--- config.mk ---
export PLATFORM = sky130hd
export DESIGN_NAME = disp_link_target
export DESIGN_NICKNAME = d
export VERILOG_FILES = /design/src/rtl/dlt_pkg.sv /design/src/rtl/dlt_line_sync.sv /design/src/rtl/dlt_byte_engine.sv /design/src/rtl/dlt_regbank.sv /design/src/rtl/disp_link_target.sv
export SDC_FILE = /design/constraint.sdc
export NUM_CORES = 1
export LEC_CHECK = 0
export CAP_MARGIN = 20
export CORE_MARGIN = 2
export CORE_UTILIZATION = 57
export DETAILED_ROUTE_END_ITERATION = 10
export DONT_BUFFER_PORTS = 1
export PLACE_DENSITY = 0.75
export SYNTH_ARGS = -nofsm -noshare
export SYNTH_HDL_FRONTEND = slang
export SYNTH_HIERARCHICAL = 1
export SYNTH_SLANG_ARGS = --single-unit
--- constraint.sdc ---
create_clock -name clk -period 2.4 [get_ports clk]
set_input_delay 0.24 -clock clk [delete_from_list [all_inputs] [get_ports clk]]
set_output_delay 0.24 -clock clk [all_outputs]
set_load 0.03 [all_outputs]
--- src/rtl/dlt_pkg.sv ---
package dlt_pkg;
  localparam int BYTE_W = 8;
  localparam int CNT_W  = $clog2(BYTE_W);

  localparam logic [BYTE_W-1:0] CTRL_OFS  = 8'h1A;
  localparam logic [BYTE_W-1:0] IDENT_OFS = 8'h1B;
  localparam logic [BYTE_W-1:0] IRQ_OFS   = 8'h3D;

  localparam int REQ_BIT   = 2;
  localparam int GRANT_BIT = 1;

  localparam logic [BYTE_W-1:0] IDENT_VAL    = 8'hB0;
  localparam logic [BYTE_W-1:0] IRQ_VAL      = 8'h04;
  localparam logic [BYTE_W-1:0] CTRL_GRANTED = 8'h06;

  typedef enum logic [2:0] {
    ST_IDLE, ST_ADDR, ST_AACK, ST_WRX, ST_WACK, ST_RTX, ST_RACK
  } eng_state_e;

  function automatic logic [BYTE_W-1:0] reg_readback(input logic [BYTE_W-1:0] p,
                                                     input logic req);
    logic [BYTE_W-1:0] v;
    v = '0;
    if (p == CTRL_OFS && req) v = CTRL_GRANTED;
    else if (p == IDENT_OFS)  v = IDENT_VAL;
    else if (p == IRQ_OFS)    v = IRQ_VAL;
    return v;
  endfunction

  function automatic logic [BYTE_W-1:0] ptr_step(input logic [BYTE_W-1:0] p);
    return p + 1'b1;
  endfunction
endpackage

--- src/rtl/dlt_line_sync.sv ---
module dlt_line_sync #(
  parameter int STAGES = 2
) (
  input  logic clk,
  input  logic rst_n,
  input  logic scl_i,
  input  logic sda_i,
  output logic sda_s,
  output logic scl_rise,
  output logic scl_fall,
  output logic start_det,
  output logic stop_det
);
  logic [STAGES-1:0] scl_pipe, sda_pipe;
  logic scl_d, sda_d, scl_s;

  generate
    if (STAGES == 1) begin : g_one
      always_ff @(posedge clk or negedge rst_n)
        if (!rst_n) begin
          scl_pipe <= '1;
          sda_pipe <= '1;
        end else begin
          scl_pipe <= scl_i;
          sda_pipe <= sda_i;
        end
    end else begin : g_many
      always_ff @(posedge clk or negedge rst_n)
        if (!rst_n) begin
          scl_pipe <= '1;
          sda_pipe <= '1;
        end else begin
          scl_pipe <= {scl_pipe[STAGES-2:0], scl_i};
          sda_pipe <= {sda_pipe[STAGES-2:0], sda_i};
        end
    end
  endgenerate

  assign scl_s = scl_pipe[STAGES-1];
  assign sda_s = sda_pipe[STAGES-1];

  always_ff @(posedge clk or negedge rst_n)
    if (!rst_n) begin
      scl_d <= 1'b1;
      sda_d <= 1'b1;
    end else begin
      scl_d <= scl_s;
      sda_d <= sda_s;
    end

  assign scl_rise  = scl_s & ~scl_d;
  assign scl_fall  = ~scl_s & scl_d;
  assign start_det = scl_s & scl_d & sda_d & ~sda_s;
  assign stop_det  = scl_s & scl_d & ~sda_d & sda_s;
endmodule

--- src/rtl/dlt_byte_engine.sv ---
module dlt_byte_engine
  import dlt_pkg::*;
#(
  parameter logic [6:0] DEV_ADDR = 7'h39
) (
  input  logic              clk,
  input  logic              rst_n,
  input  logic              sda_s,
  input  logic              scl_rise,
  input  logic              scl_fall,
  input  logic              start_det,
  input  logic              stop_det,
  input  logic [BYTE_W-1:0] rd_data,
  output logic              sda_oe,
  output logic              ptr_load,
  output logic              wr_pulse,
  output logic              rd_pulse,
  output logic [BYTE_W-1:0] byte_q
);
  eng_state_e        state;
  logic [CNT_W-1:0]  cnt;
  logic [BYTE_W-1:0] sh, tx;
  logic              drv, rw, first, nack;
  logic [BYTE_W-1:0] rx_byte;
  logic              last_bit;

  assign rx_byte  = {sh[BYTE_W-2:0], sda_s};
  assign last_bit = (cnt == CNT_W'(BYTE_W - 1));

  always_ff @(posedge clk or negedge rst_n) begin
    if (!rst_n) begin
      state <= ST_IDLE; cnt <= '0; sh <= '0; tx <= '0;
      sda_oe <= 1'b0; drv <= 1'b0; rw <= 1'b0; first <= 1'b0; nack <= 1'b0;
      ptr_load <= 1'b0; wr_pulse <= 1'b0; rd_pulse <= 1'b0; byte_q <= '0;
    end else begin
      ptr_load <= 1'b0;
      wr_pulse <= 1'b0;
      rd_pulse <= 1'b0;
      if (start_det) begin
        state <= ST_ADDR; cnt <= '0; sda_oe <= 1'b0; drv <= 1'b0;
      end else if (stop_det) begin
        state <= ST_IDLE; sda_oe <= 1'b0; drv <= 1'b0;
      end else begin
        case (state)
          ST_ADDR: if (scl_rise) begin
            sh  <= rx_byte;
            cnt <= cnt + 1'b1;
            if (last_bit) begin
              if (rx_byte[BYTE_W-1:1] == DEV_ADDR) begin
                state <= ST_AACK; rw <= rx_byte[0]; drv <= 1'b0;
              end else state <= ST_IDLE;
            end
          end
          ST_AACK, ST_WACK: if (scl_fall) begin
            if (!drv) begin
              sda_oe <= 1'b1; drv <= 1'b1;
            end else begin
              drv <= 1'b0; cnt <= '0;
              if (state == ST_AACK && rw) begin
                rd_pulse <= 1'b1; tx <= rd_data;
                sda_oe <= ~rd_data[BYTE_W-1]; state <= ST_RTX;
              end else begin
                sda_oe <= 1'b0; state <= ST_WRX;
                if (state == ST_AACK) first <= 1'b1;
              end
            end
          end
          ST_WRX: if (scl_rise) begin
            sh  <= rx_byte;
            cnt <= cnt + 1'b1;
            if (last_bit) begin
              byte_q <= rx_byte;
              if (first) ptr_load <= 1'b1;
              else       wr_pulse <= 1'b1;
              first <= 1'b0; drv <= 1'b0; state <= ST_WACK;
            end
          end
          ST_RTX: if (scl_fall) begin
            if (last_bit) begin
              sda_oe <= 1'b0; state <= ST_RACK;
            end else begin
              tx <= {tx[BYTE_W-2:0], 1'b0};
              sda_oe <= ~tx[BYTE_W-2];
              cnt <= cnt + 1'b1;
            end
          end
          ST_RACK: begin
            if (scl_rise) nack <= sda_s;
            if (scl_fall) begin
              if (!nack) begin
                rd_pulse <= 1'b1; tx <= rd_data;
                sda_oe <= ~rd_data[BYTE_W-1]; cnt <= '0; state <= ST_RTX;
              end else state <= ST_IDLE;
            end
          end
          default: state <= ST_IDLE;
        endcase
      end
    end
  end

  AST_OE_MOVES_ON_EVENT: assert property (@(posedge clk) disable iff (!rst_n)
    !$stable(sda_oe) |-> $past(scl_fall || start_det || stop_det));
  AST_IDLE_QUIET: assert property (@(posedge clk) disable iff (!rst_n)
    (state == ST_IDLE) |-> !sda_oe);
  AST_ONE_BYTE_EVENT: assert property (@(posedge clk) disable iff (!rst_n)
    $countones({ptr_load, wr_pulse, rd_pulse}) <= 1);
endmodule

--- src/rtl/dlt_regbank.sv ---
module dlt_regbank
  import dlt_pkg::*;
(
  input  logic              clk,
  input  logic              rst_n,
  input  logic              ptr_load,
  input  logic              wr_pulse,
  input  logic              rd_pulse,
  input  logic [BYTE_W-1:0] byte_q,
  output logic [BYTE_W-1:0] rd_data,
  output logic              ddc_mode
);
  logic [BYTE_W-1:0] ptr;
  logic              ddc_req;

  always_ff @(posedge clk or negedge rst_n) begin
    if (!rst_n) begin
      ptr <= '0; ddc_req <= 1'b0; ddc_mode <= 1'b0;
    end else if (ptr_load) begin
      ptr <= byte_q;
    end else if (wr_pulse) begin
      if (ptr == CTRL_OFS) begin
        if (byte_q[REQ_BIT]) begin
          ddc_req <= 1'b1;
          if (byte_q[GRANT_BIT]) ddc_mode <= 1'b1;
        end else begin
          ddc_req  <= 1'b0;
          ddc_mode <= 1'b0;
        end
      end
      ptr <= ptr_step(ptr);
    end else if (rd_pulse) begin
      ptr <= ptr_step(ptr);
    end
  end

  assign rd_data = reg_readback(ptr, ddc_req);

  AST_PTR_ADVANCE: assert property (@(posedge clk) disable iff (!rst_n)
    (wr_pulse || rd_pulse) |=> ptr == $past(ptr) + 8'd1);
  AST_PTR_LOAD: assert property (@(posedge clk) disable iff (!rst_n)
    ptr_load |=> ptr == $past(byte_q));
  AST_MODE_NEEDS_REQ: assert property (@(posedge clk) disable iff (!rst_n)
    ddc_mode |-> ddc_req);
  AST_DROP_CLEARS: assert property (@(posedge clk) disable iff (!rst_n)
    (wr_pulse && ptr == CTRL_OFS && !byte_q[REQ_BIT]) |=> !ddc_mode && !ddc_req);
  AST_OTHER_WRITE_INERT: assert property (@(posedge clk) disable iff (!rst_n)
    (wr_pulse && ptr != CTRL_OFS) |=> $stable(ddc_mode) && $stable(ddc_req));
endmodule

--- src/rtl/disp_link_target.sv ---
module disp_link_target
  import dlt_pkg::*;
#(
  parameter logic [6:0] DEV_ADDR    = 7'h39,
  parameter int         SYNC_STAGES = 2
) (
  input  logic clk,
  input  logic rst_n,
  input  logic scl_i,
  input  logic sda_i,
  output logic sda_o,
  output logic sda_oe,
  output logic ddc_mode
);
  logic              sda_s, scl_rise, scl_fall, start_det, stop_det;
  logic              ptr_load, wr_pulse, rd_pulse;
  logic [BYTE_W-1:0] byte_q, rd_data;

  dlt_line_sync #(.STAGES(SYNC_STAGES)) u_sync (
    .clk(clk), .rst_n(rst_n), .scl_i(scl_i), .sda_i(sda_i),
    .sda_s(sda_s), .scl_rise(scl_rise), .scl_fall(scl_fall),
    .start_det(start_det), .stop_det(stop_det)
  );

  dlt_byte_engine #(.DEV_ADDR(DEV_ADDR)) u_eng (
    .clk(clk), .rst_n(rst_n), .sda_s(sda_s), .scl_rise(scl_rise),
    .scl_fall(scl_fall), .start_det(start_det), .stop_det(stop_det),
    .rd_data(rd_data), .sda_oe(sda_oe), .ptr_load(ptr_load),
    .wr_pulse(wr_pulse), .rd_pulse(rd_pulse), .byte_q(byte_q)
  );

  dlt_regbank u_regs (
    .clk(clk), .rst_n(rst_n), .ptr_load(ptr_load), .wr_pulse(wr_pulse),
    .rd_pulse(rd_pulse), .byte_q(byte_q), .rd_data(rd_data), .ddc_mode(ddc_mode)
  );

  assign sda_o = 1'b0;
endmodule

# Yosys cells after proc, flatten, opt, wreduce, memory -nomap -nowiden
# Index checks and enable logic that the tools add are counted.
# Widths: inputs -> output; s select.
# word_totals
register_bits	52
inputBits	4
out_inout_bits	3
word_cells	189
# op_classes
n_addsub	2
eq_ne	42
muxes	87
bitwise	16
n_reduce_logical	22
# op_table
op	n
$mux 3	23
$mux 7	7
$mux 1	44
$mux 8	5
$reduce_and 9->1	3
$ne 4x4->1 const B	6
$pmux 7 s3	1
$ne 4x3->1 const B	5
$ne 2x2->1 const B	9
$eq 8x5->1 const B	2
$ne 3x3->1 const B	5
$pmux 3 s5	1
$reduce_bool 5->1	3
$eq 3x3->1 const B	4
$pmux 3 s4	1
$reduce_and 4->1	3
$reduce_and 10->1	1
$reduce_and 5->1	2
$not 1->1	9
$add 8x1->8 const B	1
$eq 8x6->1 const B	1
$ne 2x1->1 const B	4
$and 1x1->1	7
$eq 7x6->1 const B	1
15 further kinds	21

# Logic depth before layout (Yosys ltp)
# Gate-level depths: netlist of the first run.
# depth
ltp_word	11
ltp_mapped	10
mapped_depth_nobuf	9

# Hierarchy
# The synthesis of the first run kept the hierarchy.
# modules_own_cells
module	instances	cells_each	area_each_um2	seq_area_each_um2
dlt_byte_engine	1	177	1991.9	900.9
dlt_regbank	1	73	641.9	250.2
dlt_line_sync	1	10	190.2	157.7
disp_link_target	1	2	11.3	0.0

# Worst setup path before layout of the first run
# Ideal clock, no wire load.
# synth_path
path_kind	register to register
from	register u_sync.sda_pipe[1]
to	register u_eng.byte_q[0]
setup_time_ns	0.125
t_arrival_ns	2.136
required_time_ns	2.275
setup_slack_ns	0.139
path_stages_with_launch	8
n_path_buf	2
synth_period_minus_slack_ns	2.261
cell_sequence	dfstp_2 -> and4b_1 -> or2_1 -> buf_6 -> nor3_4 -> and3_4 -> buf_12 -> mux2_4
# synth_via
elab_chain_len	4
elab_cells_between_ends	6
cone_classes	bitwise: 5; reduce/logical: 1
# synth_lines
element	line_no	text
from (decl)	dlt_line_sync.sv:14	logic [STAGES-1:0] scl_pipe, sda_pipe;
from (signal assigned)	dlt_line_sync.sv:34	sda_pipe <= {sda_pipe[STAGES-2:0], sda_i};
$not 1->1	dlt_line_sync.sv:53	assign start_det = scl_s & scl_d & sda_d & ~sda_s;
$and 1x1->1	dlt_line_sync.sv:53	
via start_det	disp_link_target.sv:15	logic sda_s, scl_rise, scl_fall, start_det, stop_det;
$not 1->1 (no source line)	--	
$reduce_and 5->1 (no source line)	--	
to (signal assigned)	dlt_byte_engine.sv:72	byte_q <= rx_byte;
to (decl)	dlt_byte_engine.sv:18	output logic [BYTE_W-1:0] byte_q
# The timed path passes the listed nets, and every way through them passes these cells.
# A chain may end at the register's enable or synchronous reset.

# Worst setup path in the final report of the first run
# layout_path
from	register u_sync.sda_pipe[1]
to	register u_eng.state[2]
# layout_via
elab_chain_len	4
elab_cells_between_ends	15
cone_classes	eq/ne: 9; mux: 2; bitwise: 3; reduce/logical: 1
# layout_lines
element	line_no	text
$not 1->1 (*)	dlt_line_sync.sv:53	
$and 1x1->1 (*)	dlt_line_sync.sv:53	
via start_det	disp_link_target.sv:15	
$ne 4x3->1 (no source line) / $ne 4x4->1 (equally long branches)	--	
$reduce_and 9->1 (no source line)	--	
to (signal assigned)	dlt_byte_engine.sv:32	state <= ST_IDLE; cnt <= '0; sh <= '0; tx <= '0;
to (signal assigned)	dlt_byte_engine.sv:40	state <= ST_ADDR; cnt <= '0; sda_oe <= 1'b0; drv <= 1'b0;
to (signal assigned)	dlt_byte_engine.sv:42	state <= ST_IDLE; sda_oe <= 1'b0; drv <= 1'b0;
to (decl)	dlt_byte_engine.sv:20	eng_state_e state;
# The timed path passes the listed nets; every way through them passes the cells marked *.

==> flow_summary.toml, run 1 <==
[run_status]
status = "completed"

[cells_and_area]
mostFrequentLayoutCells = "dfrtp_1 (46), nand2_1 (23), mux2_2 (21), nor2_1 (15), o21ai_0 (15)"
final_layout_size_suffix_gt1_share_pct = 22.8
final_nets = 277
final_common_cell = "dfrtp_1"
instances_no_fill = 335
antennaDiodeCount = 0
final_area_mm2 = 0.00304
area_delta_synth_final_pct = 7.33

[logic_synthesis]
seq_area_frac_synth_pct = 46.2
syn-cell-area_mm2 = 0.00284
syn_area_per_cell_um2 = 10.8
synthArstFlopShare_pct = 100
synth-adder-area-share_pct = 2.65
ys_warn_count = 6
synth-simple-area-share_pct = 16.8
synth_compound_area_share_pct = 12.5
synthFlopType = "dfrtp_1"
ys_types = 56
syn_inst = 262
synthMuxAreaShare_pct = 14.7
synth_top_family_by_area = "simple AND/OR/NAND/NOR gates"
synth-xor-area-share_pct = 1.54
synth-edff-count = 0
synth-seq-cells = 52

[critical_path]
critPathKind = "register to register"
reg2reg_depth = 6
cp-end-kind = "register"
path_max_fanout = 7
startpoint_type = "register"
required_ps = 2590
worst-endpoint-arrival_ps = 2490

[place]
place_congestion = 0.906
dp_cells = 323
dp_hpwl_um = 3530
place.port_buffers = 0
place_area_mm2 = 0.00287
dp_worst_setup_slack_ps = 139

[timing]
setup-tns-final_ps = 0
fin_skew_ps = 8.54
fmax_mhz = 434
setup-violations-final = 0
timing.final.ws_setup_ps = 97.5
min_period_over_period_pct = 95.9
report.final.slew_viol_count = 0
rsz0062_at_grt = "no"
hold_violations = 0
finalCriticalPeriod_ps = 2300

[die]
num_rows = 25
die_w_um = 74.5
initial_core_util_pct = 59.6
die_area_mm2 = 0.00555
die_h_um = 74.5
io-pin-count = 7
core-area_mm2 = 0.00475

[clock_tree]
cts.sinks = 52
htree_levels = 2
cts_resized = 0
cts_buffers = 5
clk_path_buf_depth = 2
cts_tree = "done"
clock_latency_ps = 310
cts-root-buf = "clkbuf_8"
clk_pin_slew_worst_paths_ps = 90

[grt]
track_usage_pct = 19.9
antenna_found_initial = 0
grt_overflow_total = 0
grt_pass1_vias = 1778
grt_pass1_wl_um = 8320
grt_max_degree = 53

[route]
drt-total-wl_um = 5010
post_drt_wl_per_cell_um = 15.0
antenna_left = 0
vias_per_cell = 5.82
drt_iter0_drc = 119
dr.pass1.iters = 6
drc = 0
vias = 1951

[pwr]
p_per_area_mw_per_mm2 = 921
leakage_uw = 0.00134
irDropWorstVdd_v = 0.000642

[hold_path]
holdPathStages = 0
hp-class = "register to register"

[job]
maxCapViolCount = 0
state kept, by name (all words and copies together) (netlist names), 2 cells and up:
| signal | flops |
|---|---|
| u_sync/sda_pipe | 2 |
| u_eng/byte_q | 8 |
| u_sync/scl_pipe | 2 |
| u_eng/tx | 7 |
| u_eng/cnt | 3 |
| u_regs/ptr | 8 |
| u_eng/state | 3 |
| u_eng/sh | 7 |
where the power goes:
part	internal [uW]	switching (uW)	total, uW
Sequential	1060	199	1260
Clock	309	285	594
Combinational	448	502	949
Total	1820	986	2800
synthesized netlist by cell type (2+ instances only):
| master | instances | share of area, % |
|---|---|---|
| o21ai_0 | 15 | 2.6 |
| o22ai_1 | 3 | 0.66 |
| a21o_1 | 2 | 0.53 |
| nor3_1 | 3 | 0.53 |
| and4b_1 | 3 | 1.1 |
| or3_1 | 4 | 0.88 |
| buf_4 | 8 | 2.1 |
| dfrtp_1 | 46 | 41 |
| xor2_1 | 3 | 0.93 |
| mux2_4 | 8 | 4.2 |
| ha_1 | 6 | 2.6 |
| clkbuf_1 | 5 | 0.66 |
| xnor2_1 | 2 | 0.62 |
| nor2b_1 | 5 | 1.1 |
| nand2_1 | 23 | 3.0 |
| o211ai_1 | 3 | 0.79 |
| dfstp_2 | 6 | 5.6 |
| nand2b_1 | 10 | 2.2 |
| nor2_1 | 15 | 2.0 |
| nor4_1 | 2 | 0.44 |
| mux2i_1 | 5 | 1.8 |
| o32ai_1 | 2 | 0.62 |
| nand3_1 | 6 | 1.1 |
| a21oi_1 | 8 | 1.4 |
| a211oi_1 | 2 | 0.53 |
| inv_1 | 8 | 1.1 |
| o2111ai_1 | 2 | 0.62 |
| mux2_2 | 21 | 8.3 |
| a31oi_1 | 5 | 1.1 |
| and4_1 | 2 | 0.62 |
| conb_1 | 2 | 0.26 |
| nand4_1 | 3 | 0.66 |
cell type report:
| type | count | area [um^2] |
|---|---|---|
| inverters | 8 | 30.0 |
| multi-input cells | 187 | 1380 |
| clock inverters | 3 | 42.5 |
| fillers | 408 | 1710 |
| well taps | 67 | 83.8 |
| repair buffers | 13 | 125 |
| flip-flops and latches | 52 | 1310 |
| clock buffers | 5 | 68.8 |
per-layer routing:
layer | vias up | global-route usage [%] | routed length (um)
met5 | - | 0 | 0
met3 | 9 | 3.66 | 220
met4 | 0 | 6.94 | 78
met1 | 949 | 26.8 | 2310
met2 | 45 | 32.4 | 2400
li1 | 948 | - | -
kinds of logic (layout without fill, tap and decap cells):
kind of cell	Yosys count	in the layout
mux	35	35
compound gates	51	51
simple gates	86	86
xor+xnor	5	5
buf+inv	25	29
fa+ha+maj	6	6
other cells	2	4
flops	52	52
metrics by stage:
stage          util, %  power (uW)  hold slack, ps
6_report          64.0        2800             361
3_3_place_gp      60.4        2160           -54.6
2_1_floorplan        -        2000           -55.6
4_1_cts           64.0        2820             363
3_5_place_dp      60.4        2190           -54.5
5_1_grt           64.0        2980             368
what timing repair did:
item                                    in CTS  in global routing
hold buffers                                 4                  0
endpoints found under the setup margin       0                  0
buffers inserted                             0                  0
hold endpoints to repair                    54                  0
critical path, cell delays in order (launching register included):
cell and delay (ps):
dfstp_2 590, and4b_1 220, or2_1 330, a2111o_1 440, o41ai_2 100, a21o_1 180, mux2_1 330
final timing paths:
| check | startpoint | endpoint | slack [ps] |
|---|---|---|---|
| max | u_sync/sda_pipe[1] | u_eng/state[2] | 100 |
| min | u_sync/scl_pipe[0] | u_sync/scl_pipe[1] | 360 |
| max reg2reg | u_sync/sda_pipe[1] | u_eng/state[2] | 100 |
| min reg2reg | u_sync/scl_pipe[0] | u_sync/scl_pipe[1] | 360 |
| max in group asynchronous | rst_n | u_sync/sda_d | 1680 |
| min in group asynchronous | rst_n | u_regs/ptr[2] | 440 |
(Power assumes the default switching activity.)
==> run 2: changes to the inputs <==
Settings changed: REMOVE_ABC_BUFFERS set to 1.
==> flow_summary.toml, run 2 (synthesis results as in run 1) <==
[grt]
grt_max_degree = 53
grt_overflow_total = 0
grt_pass1_vias = 1870
grt_pass1_wl_um = 8930
antenna_found_initial = 0
track_usage_pct = 21.2

[cells_and_area]
final_layout_size_suffix_gt1_share_pct = 23.2
final_common_cell = "dfrtp_1"
reg_top3 = "u_eng/byte_q: 8 flops, u_regs/ptr: 8 flops"
area_delta_synth_final_pct = 7.50
nFillCells = 385
mostFrequentLayoutCells = "dfrtp_1 (46), nand2_1 (23), mux2_2 (21), nor2_1 (15), o21ai_0 (15)"
final_nets = 280
seq_area_mm2 = 0.00131
antennaDiodeCount = 0
multi_input_area_mm2 = 0.00138

[timing]
finalCriticalPeriod_ps = 2240
timing.final.ws_setup_ps = 163
report.final.slew_viol_count = 0
min_period_over_period_pct = 93.2
fin_skew_ps = 10.6
hold_violations = 0
rsz0062_at_grt = "no"
fmax_mhz = 447
setup-tns-final_ps = 0
setup-violations-final = 0

[clock_tree]
cts_tree = "done"
cts-root-buf = "clkbuf_8"
post_cts_buffers = 0
cts.sinks = 52
cts_buffers = 5
clk_pin_slew_worst_paths_ps = 90
clock_latency_ps = 310
cts_resized = 0
clk_path_buf_depth = 2
htree_levels = 2

[critical_path]
r2r_end = "u_eng/state[2]"
path_delay_family = "compound AO/OA/AOI/OAI gates"
path_buf_inv = 0
reg2reg_slack_ps = 160
rr_startpoint = "u_sync/sda_pipe[1]"
path_cells = "and4b_1 > or2_1 > a2111o_1 > o41ai_2 > a21o_1 > mux2_1"
cp_slowest_cell = "dfstp_2"
path_max_fanout = 7
reg2reg_depth = 6
required_ps = 2590
slowest_delay_ps = 580
worst-path-stages = 6
startpoint_type = "register"
critPathKind = "register to register"
cp-end-kind = "register"
worst-endpoint-arrival_ps = 2420

[hold_path]
hp-class = "register to register"
worstHoldEndpoint = "u_sync/sda_pipe[1]"
hold_start = "u_sync/sda_pipe[0]"
holdPathStages = 0

[place]
place_congestion = 0.994
place.port_buffers = 0
dp_hpwl_um = 3720
dp_worst_setup_slack_ps = 178

[route]
antenna_left = 0
post_drt_wl_per_cell_um = 15.7
drt-total-wl_um = 5310
vias = 1963
dr.pass1.iters = 4
drc = 0
vias_per_cell = 5.81
drt_iter0_drc = 143

[pwr]
p_clk_share_pct = 18.8
combPwrFrac_pct = 35.8
p_per_area_mw_per_mm2 = 902
irDropWorstVdd_v = 0.000441
leakage_uw = 0.00135
swShare_pct = 35.9
p_int_uw = 1760
power_frac_seq_pct = 45.4
switching_power_uw = 988

[die]
die_area_mm2 = 0.00555
die_w_um = 74.5
num_rows = 25
core-area_mm2 = 0.00475
initial_core_util_pct = 59.6
io-pin-count = 7
die_h_um = 74.5

[run_status]
status = "completed"

[job]
maxCapViolCount = 0
[run 2: cell count changes in the layout (fill, tap and decap cells not counted), sizes merged]
cell	before	now
buf	10	13
bufinv	1	0
clkinv	1	0
clkbuf	5	7
[run 2: power groups by stage]
| stage | clock network [uW] | registers [uW] | logic [uW] |
|---|---|---|---|
| 2_1_floorplan | 0 | 1290 | 651 |
| 3_3_place_gp | 0 | 1260 | 937 |
| 3_5_place_dp | 0 | 1270 | 951 |
| 4_1_cts | 532 | 1250 | 985 |
| 5_1_grt | 567 | 1280 | 1100 |
| 6_report | 516 | 1250 | 985 |
[run 2: layout make-up]
| class | count | share of cell area (%) |
|---|---|---|
| timing repair buffer | 16 | 4.84 |
| sequential | 52 | 42.9 |
| clock buffer | 7 | 2.83 |
| tap | 67 | 2.75 |
| clock inverter | 1 | 0.246 |
| inverter | 8 | 0.985 |
| multi-input combinational | 187 | 45.4 |
[run 2: repair_timing]
item	in CTS	in global routing
hold buffers	4	0
endpoints found under the setup margin	0	0
hold endpoints to repair	54	0
[run 2: worst max path at each step]
stage / endpoint / from / slack [ps]
2_1_floorplan: u_eng/byte_q[0] / u_sync/sda_pipe[1] / 160
3_3_place_gp: u_eng/state[2] / u_sync/sda_pipe[1] / 220
3_5_place_dp: u_eng/state[2] / u_sync/sda_pipe[1] / 180
4_1_cts: u_eng/state[2] / u_sync/sda_pipe[1] / 160
5_1_grt: u_eng/state[2] / u_sync/sda_pipe[1] / 70
6_report: u_eng/state[2] / u_sync/sda_pipe[1] / 160
[run 2: routing by layer]
layer | wire [um] | vias up | global-route usage [%]
li1 | - | 958 | -
met5 | 0 | - | 0
met4 | 108 | 0 | 7.94
met2 | 2420 | 49 | 33.0
met3 | 247 | 15 | 3.93
met1 | 2530 | 941 | 29.5
[run 2: per-stage QoR]
step / total power [uW] / utilization, % / instance area, um^2 / std cells / hold slack (ps)
2_1_floorplan: 1940 / - / 2720 / 247 / -55.6
3_3_place_gp: 2200 / 60.9 / 2900 / 326 / -54.5
3_5_place_dp: 2220 / 60.9 / 2900 / 326 / -54.4
4_1_cts: 2770 / 64.1 / 3050 / 338 / 362
5_1_grt: 2940 / 64.1 / 3050 / 338 / 363
6_report: 2750 / 64.1 / 3050 / 338 / 361
==> run 3: changes to the inputs <==
--- a/config.mk
+++ b/config.mk
@@ -8,8 +8,8 @@
 export CAP_MARGIN = 20
 export CORE_MARGIN = 2
-export CORE_UTILIZATION = 57
+export CORE_UTILIZATION = 63
 export DETAILED_ROUTE_END_ITERATION = 10
 export DONT_BUFFER_PORTS = 1
-export PLACE_DENSITY = 0.75
+export PLACE_DENSITY = 0.79
 export REMOVE_ABC_BUFFERS = 1
 export SYNTH_ARGS = -nofsm -noshare
==> constraint.sdc (replaced) <==
create_clock -name clk -period 2.1 [get_ports clk]
set_input_delay 0.105 -clock clk [delete_from_list [all_inputs] [get_ports clk]]
set_output_delay 0.105 -clock clk [all_outputs]
set_load 0.03 [all_outputs]
==> flow_summary.toml, run 3 (synthesis results as in run 1) <==
[run_status]
status = "completed"

[cells_and_area]
final_common_cell = "dfrtp_1"
area_delta_synth_final_pct = 9.93
final_layout_size_suffix_gt1_share_pct = 27.0
reg_top3 = "u_eng/byte_q: 8 flops, u_regs/ptr: 8 flops"
final_nets = 291
mostFrequentLayoutCells = "dfrtp_1 (46), buf_4 (23), nand2_1 (23), mux2_2 (21), o21ai_0 (15)"
antennaDiodeCount = 0

[clock_tree]
clk_path_buf_depth = 2
clock_latency_ps = 310
cts_tree = "done"
cts.sinks = 52
cts-root-buf = "clkbuf_8"
clk_pin_slew_worst_paths_ps = 100
cts_buffers = 5
htree_levels = 2

[route]
vias = 2052
drc = 0
vias_per_cell = 6.14
dr.pass1.iters = 5
drt_iter0_drc = 185
drt-total-wl_um = 5440
post_drt_wl_per_cell_um = 16.3
antenna_left = 0

[timing]
finalCriticalPeriod_ps = 2080
hold_slack_ps = 290
hold_violations = 0
setup-violations-final = 0
min_period_over_period_pct = 98.8
fmax_mhz = 482
fin_skew_ps = 9.36
rsz0062_at_grt = "yes"
report.final.slew_viol_count = 0

[die]
die_h_um = 71.1
initial_core_util_pct = 65.1
num_rows = 24
io-pin-count = 7
core-area_mm2 = 0.00435
die_w_um = 71.1
die_area_mm2 = 0.00505

[grt]
track_usage_pct = 23.3
grt_pass1_vias = 1977
grt_overflow_total = 0
grt_pass1_wl_um = 9250
antenna_found_initial = 0
grt_max_degree = 53

[pwr]
finalPower_uw = 3250
leakage_uw = 0.00141
irDropWorstVdd_v = 0.000591
p_per_area_mw_per_mm2 = 1040

[critical_path]
reg2reg_slack_ps = 20
reg2reg_depth = 6
critPathKind = "register to register"
rr_startpoint = "u_sync/sda_pipe[1]"
startpoint_type = "register"
cp-end-kind = "register"
required_ps = 2290
worst-endpoint-arrival_ps = 2270
r2r_end = "u_eng/state[2]"
path_max_fanout = 4

[hold_path]
hp-class = "primary input to async pin"

[place]
place_congestion = 0.974
dp_hpwl_um = 3880
place.port_buffers = 0

[job]
maxCapViolCount = 0
## run 3: cell count changes in the layout (fill, tap and decap cells not counted)
| cell | change |
|---|---|
| or2_1 | -1 |
| nor2_1 | -1 |
| or2_4 | +1 |
| nor2_2 | +1 |
| buf_4 | +11 |
## run 3: stage by stage
| step | worst slack [ps] | utilization (%) | setup TNS (ps) | area, um^2 | cells |
|---|---|---|---|---|---|
| 2_1_floorplan | -137 | - | -1200 | 2720 | 247 |
| 3_3_place_gp | 63.3 | 67.6 | 0 | 2950 | 320 |
| 3_5_place_dp | 21.2 | 67.6 | 0 | 2950 | 320 |
| 4_1_cts | 1.10 | 71.1 | 0 | 3100 | 332 |
| 5_1_grt | -40.7 | 71.6 | -88.5 | 3120 | 334 |
| 6_report | 24.4 | 71.6 | 0 | 3120 | 334 |
## run 3: cell type report
class / instances / area, um^2
multi-input combinational: 187 / 1390
tap: 52 / 65.1
sequential: 52 / 1310
clock inverter: 1 / 7.51
timing repair buffer: 27 / 230
clock buffer: 7 / 86.3
fill: 306 / 1240
inverter: 8 / 30.0
## run 3: repair_timing
item / 4_1_cts / 5_1_grt
endpoints found under the hold margin: 54 / 0
setup buffers: 0 / 2
gates resized for setup: 0 / 2
setup endpoints to repair: 0 / 10
hold buffers: 4 / 0
## run 3: power breakdown
| group | total (uW) | internal (uW) | switching [uW] |
|---|---|---|---|
| clock network | 602 | 269 | 333 |
| registers | 1430 | 1210 | 216 |
| logic | 1220 | 591 | 626 |
## run 3: worst max-delay path by stage
stage               cells past startpoint              end  slack [ps]          startpoint
global route                            6   u_eng/state[2]         -40  u_sync/sda_pipe[1]
floorplan                               5  u_eng/byte_q[0]        -140  u_sync/sda_pipe[1]
global placement                        6   u_eng/state[2]          60  u_sync/sda_pipe[1]
CTS                                     6   u_eng/state[2]           1  u_sync/sda_pipe[1]
finish                                  6   u_eng/state[2]          20  u_sync/sda_pipe[1]
detailed placement                      6   u_eng/state[2]          20  u_sync/sda_pipe[1]
## run 3: worst max-delay path: stages, from the launching register on
cell and delay [ps]:
dfstp_2 530, and4b_1 200, or2_4 280, buf_4 150
o41ai_2 320, a21o_1 150, mux2_1 320
## run 3: routing by layer
layer / share of wire [%] / up-vias / track usage, % / wire length (um)
li1: - / 972 / - / -
met1: 46 / 1013 / 32.0 / 2490
met2: 48 / 61 / 36.7 / 2620
met3: 5.2 / 6 / 4.84 / 281
met4: 1.0 / 0 / 9.22 / 55
met5: 0 / - / 0 / 0
